==> src/rtl/dpalu_pkg.sv <==
package dpalu_pkg;

  typedef enum logic [3:0] {
    OP_AND = 4'd0,  OP_EOR = 4'd1,  OP_SUB = 4'd2,  OP_RSB = 4'd3,
    OP_ADD = 4'd4,  OP_ADC = 4'd5,  OP_SBC = 4'd6,  OP_RSC = 4'd7,
    OP_TST = 4'd8,  OP_TEQ = 4'd9,  OP_CMP = 4'd10, OP_CMN = 4'd11,
    OP_ORR = 4'd12, OP_MOV = 4'd13, OP_BIC = 4'd14, OP_MVN = 4'd15
  } opcode_e;

  typedef enum logic [1:0] {LG_AND, LG_XOR, LG_OR, LG_PASS} logic_e;
  typedef enum logic [1:0] {CIN_ZERO, CIN_ONE, CIN_FLAG} cin_e;

  // strobes from decode to datapath
  typedef struct packed {
    logic   isArith;
    logic_e logicSel;
    logic   invA;
    logic   invB;
    cin_e   cinSel;
    logic   writesDest;
  } strobes_t;

  localparam int FLAG_N = 3;
  localparam int FLAG_Z = 2;
  localparam int FLAG_C = 1;
  localparam int FLAG_V = 0;

endpackage

==> src/rtl/dpalu_ctrl.sv <==
module dpalu_ctrl
  import dpalu_pkg::*;
(
  input  logic [3:0] opcode,
  output strobes_t   strobes
);

  always_comb begin
    strobes = '{isArith: 1'b0, logicSel: LG_AND, invA: 1'b0, invB: 1'b0,
                cinSel: CIN_ZERO, writesDest: 1'b1};
    unique case (opcode_e'(opcode))
      OP_AND: strobes.logicSel = LG_AND;
      OP_EOR: strobes.logicSel = LG_XOR;
      OP_TST: begin strobes.logicSel = LG_AND; strobes.writesDest = 1'b0; end
      OP_TEQ: begin strobes.logicSel = LG_XOR; strobes.writesDest = 1'b0; end
      OP_ORR: strobes.logicSel = LG_OR;
      OP_MOV: strobes.logicSel = LG_PASS;
      OP_BIC: begin strobes.logicSel = LG_AND;  strobes.invB = 1'b1; end
      OP_MVN: begin strobes.logicSel = LG_PASS; strobes.invB = 1'b1; end
      OP_ADD: strobes.isArith = 1'b1;
      OP_ADC: begin strobes.isArith = 1'b1; strobes.cinSel = CIN_FLAG; end
      OP_SUB: begin strobes.isArith = 1'b1; strobes.invB = 1'b1; strobes.cinSel = CIN_ONE; end
      OP_SBC: begin strobes.isArith = 1'b1; strobes.invB = 1'b1; strobes.cinSel = CIN_FLAG; end
      OP_RSB: begin strobes.isArith = 1'b1; strobes.invA = 1'b1; strobes.cinSel = CIN_ONE; end
      OP_RSC: begin strobes.isArith = 1'b1; strobes.invA = 1'b1; strobes.cinSel = CIN_FLAG; end
      OP_CMP: begin strobes.isArith = 1'b1; strobes.invB = 1'b1; strobes.cinSel = CIN_ONE;
                    strobes.writesDest = 1'b0; end
      OP_CMN: begin strobes.isArith = 1'b1; strobes.writesDest = 1'b0; end
      default: ;
    endcase
  end

  // test and compare codes sit in 8..11 and never write
  always_comb begin
    assert_cmp_no_write_R3: assert (!(opcode[3:2] == 2'b10) || !strobes.writesDest)
      else $error("compare opcode decoded as writing");
  end

endmodule

==> src/rtl/dpalu_core.sv <==
module dpalu_core
  import dpalu_pkg::*;
#(
  parameter int WIDTH = 32
) (
  input  strobes_t          strobes,
  input  logic [WIDTH-1:0]  opA,
  input  logic [WIDTH-1:0]  opB,
  input  logic              carryFlag,
  input  logic              overflowFlag,
  input  logic              shiftCarry,
  output logic [WIDTH-1:0]  result,
  output logic [3:0]        calcFlags
);

  localparam int MSB = WIDTH - 1;

  logic [WIDTH-1:0] addX, addY, logicRes, sumRes;
  logic [WIDTH:0]   sumFull;
  logic             carryIn, sumOverflow;

  assign addX = strobes.invA ? ~opA : opA;
  assign addY = strobes.invB ? ~opB : opB;

  always_comb begin
    unique case (strobes.cinSel)
      CIN_ONE:  carryIn = 1'b1;
      CIN_FLAG: carryIn = carryFlag;
      default:  carryIn = 1'b0;
    endcase
  end

  assign sumFull     = {1'b0, addX} + {1'b0, addY} + {{WIDTH{1'b0}}, carryIn};
  assign sumRes      = sumFull[MSB:0];
  assign sumOverflow = ~(addX[MSB] ^ addY[MSB]) & (addX[MSB] ^ sumRes[MSB]);

  always_comb begin
    unique case (strobes.logicSel)
      LG_AND:  logicRes = opA & addY;
      LG_XOR:  logicRes = opA ^ addY;
      LG_OR:   logicRes = opA | addY;
      default: logicRes = addY;
    endcase
  end

  assign result = strobes.isArith ? sumRes : logicRes;

  always_comb begin
    calcFlags[FLAG_N] = result[MSB];
    calcFlags[FLAG_Z] = (result == '0);
    calcFlags[FLAG_C] = strobes.isArith ? sumFull[WIDTH] : shiftCarry;
    calcFlags[FLAG_V] = strobes.isArith ? sumOverflow : overflowFlag;
  end

  // a plain subtract carries exactly when no borrow occurs
  always_comb begin
    assert_sub_carry_R5: assert (!(strobes.isArith && strobes.invB && !strobes.invA &&
                                   strobes.cinSel == CIN_ONE) ||
                                 (sumFull[WIDTH] == (opA >= opB)))
      else $error("subtract carry disagrees with operand compare");
  end

endmodule

==> src/rtl/dpalu_top.sv <==
module dpalu_top
  import dpalu_pkg::*;
#(
  parameter int WIDTH    = 32,
  parameter int REG_BITS = 4,
  parameter int PC_INDEX = 15
) (
  input  logic [3:0]          opcode,
  input  logic                setFlags,
  input  logic [REG_BITS-1:0] dstIdx,
  input  logic [WIDTH-1:0]    opA,
  input  logic [WIDTH-1:0]    opB,
  input  logic                shiftCarry,
  input  logic [3:0]          flagsIn,
  output logic [WIDTH-1:0]    result,
  output logic                writeEn,
  output logic [3:0]          flagsOut,
  output logic                restoreStatus
);

  strobes_t   strobes;
  logic [3:0] calcFlags;
  logic       dstIsPc;

  dpalu_ctrl u_ctrl (
    .opcode (opcode),
    .strobes(strobes)
  );

  dpalu_core #(.WIDTH(WIDTH)) u_core (
    .strobes     (strobes),
    .opA         (opA),
    .opB         (opB),
    .carryFlag   (flagsIn[FLAG_C]),
    .overflowFlag(flagsIn[FLAG_V]),
    .shiftCarry  (shiftCarry),
    .result      (result),
    .calcFlags   (calcFlags)
  );

  assign dstIsPc       = (dstIdx == REG_BITS'(PC_INDEX));
  assign writeEn       = strobes.writesDest;
  assign restoreStatus = setFlags && strobes.writesDest && dstIsPc;
  assign flagsOut      = (setFlags && !restoreStatus) ? calcFlags : flagsIn;

  always_comb begin
    assert_hold_flags_R7: assert (setFlags || flagsOut == flagsIn)
      else $error("flags changed with set-flags clear");
    assert_restore_keeps_flags_R8: assert (!restoreStatus || flagsOut == flagsIn)
      else $error("flags recomputed during restore");
    assert_restore_needs_write_R8: assert (!restoreStatus || writeEn)
      else $error("restore requested by non-writing opcode");
    assert_logic_keeps_v_R4: assert (strobes.isArith || flagsOut[FLAG_V] == flagsIn[FLAG_V])
      else $error("bitwise opcode altered V");
  end

endmodule

==> config.mk <==
export PLATFORM = sky130hd
export DESIGN_NAME = dpalu_top
export DESIGN_NICKNAME = d
export VERILOG_FILES = /design/src/rtl/dpalu_pkg.sv /design/src/rtl/dpalu_ctrl.sv /design/src/rtl/dpalu_core.sv /design/src/rtl/dpalu_top.sv
export SDC_FILE = /design/constraint.sdc
export NUM_CORES = 1
export LEC_CHECK = 0
export CAP_MARGIN = 20
export CORE_ASPECT_RATIO = 0.7
export CORE_MARGIN = 2
export CORE_UTILIZATION = 50
export DETAILED_ROUTE_END_ITERATION = 8
export GPL_TIMING_DRIVEN = 0
export PLACE_DENSITY = 0.91
export SLEW_MARGIN = 0
export SYNTH_ARGS = -nofsm -noshare
export SYNTH_HDL_FRONTEND = slang
export SYNTH_HIERARCHICAL = 1
export SYNTH_SLANG_ARGS = --single-unit
==> constraint.sdc <==
create_clock -name vclk -period 10.5
set_input_delay 1.575 -clock vclk [all_inputs]
set_output_delay 1.575 -clock vclk [all_outputs]
set_load 0.02 [all_outputs]
==> impl_results.md, run 1 <==
- Setup TNS: 0 ns
- Worst Hold Launch: setFlags
- Via count: 4970
- Status: finished, final reports clean
- Aggregate global routing overflow: 0
- Chip height: 87.3 um
- DP Wirelength: 11800 um
- CP Max Fanout: 10
- Non-Filler Instances: 881
- Routability cong.: 0.954
- Reported max-cap violation count: 0
- Cells after synthesis: 637
- Pwr/cell area: 92.2 nW/um2
- Post-DP Area: 6280 um2
- Seq/Total Area, Yosys: 0
- Worst path max stage delay: 0.71 ns
- CP startpoint kind: input port
- Register area: 0 um2
- Number of cells after detailed placement: 881
- Initial antenna violation count: 0
- Slew @ Worst Pin: 0.885 ns
- FFs & Latches: 0
- Worst Path Buf+Inv: 4
- Min-delay worst type: input port to primary output
- Final instance area: 6280 um2
- Synth unique cells: 62
- Total iterations of the first detailed-routing run: 5
- Largest net degree at the start of global routing: 11
- Fillers: 851
- Diode count: 0
- Antenna-violating nets left: 0
- First-pass GRT wire length: 23100 um
- Rows: 30
- # setup viols final: 0
- Peak supply drop: 0.0000583 V
- IO Pins: 116
- Final Max Slew Viols: 0
- Crit path required time: 8.93 ns
- Util after Layout: 0.648
- Die X: 123 um
- Largest delay share family, worst path: buffers and inverters
- Starting Density: 0.512
- Final period utilization: 0.937
- Tmin final: 9.83 ns
- Vias/cell: 5.64
- Syn Area/Cell: 7.78 um2
- WHS: 4.20 ns
- Overall Global Routing Usage: 0.264
- Critical path class: input port to primary output
- Detailed Route Iter0 Violations: 342
- # port buffers: 116
- Max Fclk: 102 MHz
- Slew HR: 0.410
- Mapped Area: 4960 um2
- Share of cells above drive strength 1: 0.0704
- Average wire per standard cell: 16.0 um
- Final hold violations: 0
- Total core area: 9680 um2
- Cells along the critical path: clkdlybuf4s50_1 > nand2_1 > nor2_1 > clkbuf_1 > buf_1 > xor2_1 > fa_1 > fa_1 > a211oi_1 > o21bai_1 > o311ai_0 > a21boi_0 > o21ai_0 > a211o_1 > nand3_1 > nor3b_1 > nand4b_1 > nor4b_2 > mux2_4 > clkdlybuf4s50_1
- Post-synth top area share: 0.245
- Critical path origin: opcode[0]
- Die area: 10700 um2
- CP Data Arrival Time: 8.26 ns
- Synth area leader: ha_1
- Vias in the first global route: 4763
- Post-Syn Nets: 814
- # resized after CTS: 0
- # clk buffers: 0
- Syn-to-layout area delta: 26.7%
- Number of remaining DRC errors: 0
- CTS Hold Bufs: 0
- Final nets: 932
- Postcts setup bufs: 0
- RSZ-0062 raised after global routing: false
- CP Capture Type: primary output
- Top post-synthesis cells by area: ha_1, xor2_1, mux4_2, inv_1, a21oi_1
- Synth Warn #: 6
- Leakage: 3.02 nW
- Detailed Route WL: 14100 um
- Crit path max-delay cell type: buf_1
-- per-layer routing --
metal	global-route usage	vias to the layer above	part of all wire
met4	0.0124	0	0.0028
met3	0.0137	4	0.083
met1	0.402	2322	0.48
met2	0.431	190	0.44
li1	-	2454	-
met5	0	-	0
-- placed cells by master (no fill, tap or decap), types with 4 or more instances in the layout --
cell type / netlist / final
clkdlybuf4s50_1: 0 / 116
inv_1: 98 / 98
ha_1: 97 / 97
xor2_1: 69 / 69
nand2_1: 50 / 50
a21oi_1: 40 / 40
o21ai_0: 34 / 34
nor2_1: 25 / 25
mux4_2: 25 / 25
xnor2_1: 19 / 19
a21o_1: 16 / 16
clkbuf_1: 15 / 15
a211oi_1: 14 / 14
nand3_1: 11 / 11
mux2i_1: 11 / 11
buf_1: 8 / 8
a211o_1: 6 / 6
mux2_2: 6 / 6
nor3_1: 6 / 6
nand4_1: 5 / 5
o21bai_1: 5 / 5
a21boi_0: 5 / 5
mux2_4: 4 / 4
and2_1: 4 / 4
o21a_1: 4 / 4
-- cell type report --
cell class                 instances  area [um2]  share of cell area
multi-input combinational        510        4460               0.710
timing repair buffer             116        1160               0.185
inverter                          98         368              0.0586
tap                              128         160              0.0255
buffer                            29         131              0.0209
-- through the flow --
| step | total power, mW | setup WS, ns |
|---|---|---|
| after CTS | 0.573 | 0.808 |
| after floorplan | 0.378 | 2.70 |
| final | 0.579 | 0.666 |
| after global routing | 0.633 | 0.297 |
| after global placement | 0.557 | 0.846 |
| after detailed placement | 0.569 | 0.851 |
-- synthesized netlist by cell type, drive strengths merged, types with 6 or more instances --
cell / instances
a211o: 6
a211oi: 14
a21o: 16
a21oi: 40
buf: 14
clkbuf: 15
ha: 97
inv: 98
mux2: 10
mux2i: 11
mux4: 25
nand2: 50
nand3: 11
nor2: 25
nor3: 6
o21ai: 34
xnor2: 20
xor2: 70
-- where the power goes --
group / leakage (nW) / switching [mW] / total (mW) / internal [mW]
sequential: 0 / 0 / 0 / 0
combinational: 3.02 / 0.315 / 0.579 / 0.263
clock: 0 / 0 / 0 / 0
total: 3.02 / 0.315 / 0.579 / 0.263
-- worst paths after layout --
check	to	slack, ns	cells after the start
min	restoreStatus	4.20	4
max	flagsOut[2]	0.67	20
-- kinds of logic (layout without fill, tap and decap cells) --
group                      count (synthesis)  in the layout  share of synthesized area
AOI/OAI and AO/OA                        148            148                      0.197
xor gates and xnor gates                  90             90                      0.162
adders and majority gates                 99             99                      0.253
buffers and inverters                    127            243                      0.101
muxes                                     46             46                      0.162
and+or+nand+nor                          127            127                      0.125
No activity file was read; power rests on OpenSTA's default activity.
==> run 2, diff against run 1 <==
--- a/config.mk
+++ b/config.mk
@@ -12,6 +12,7 @@
 export DETAILED_ROUTE_END_ITERATION = 8
 export GPL_TIMING_DRIVEN = 0
 export PLACE_DENSITY = 0.91
+export SETUP_SLACK_MARGIN = 0.05
 export SLEW_MARGIN = 0
 export SYNTH_ARGS = -nofsm -noshare
 export SYNTH_HDL_FRONTEND = slang
==> results of run 2 <==
No change in the layout: final DEF, timing and power equal those of run 1.
==> run 3, diff against run 2 <==
--- a/config.mk
+++ b/config.mk
@@ -5,7 +5,6 @@
 export SDC_FILE = /design/constraint.sdc
 export NUM_CORES = 1
 export LEC_CHECK = 0
-export CAP_MARGIN = 20
 export CORE_ASPECT_RATIO = 0.7
 export CORE_MARGIN = 2
 export CORE_UTILIZATION = 50
==> results of run 3 <==
No change in the layout: final DEF, timing and power equal those of run 1.
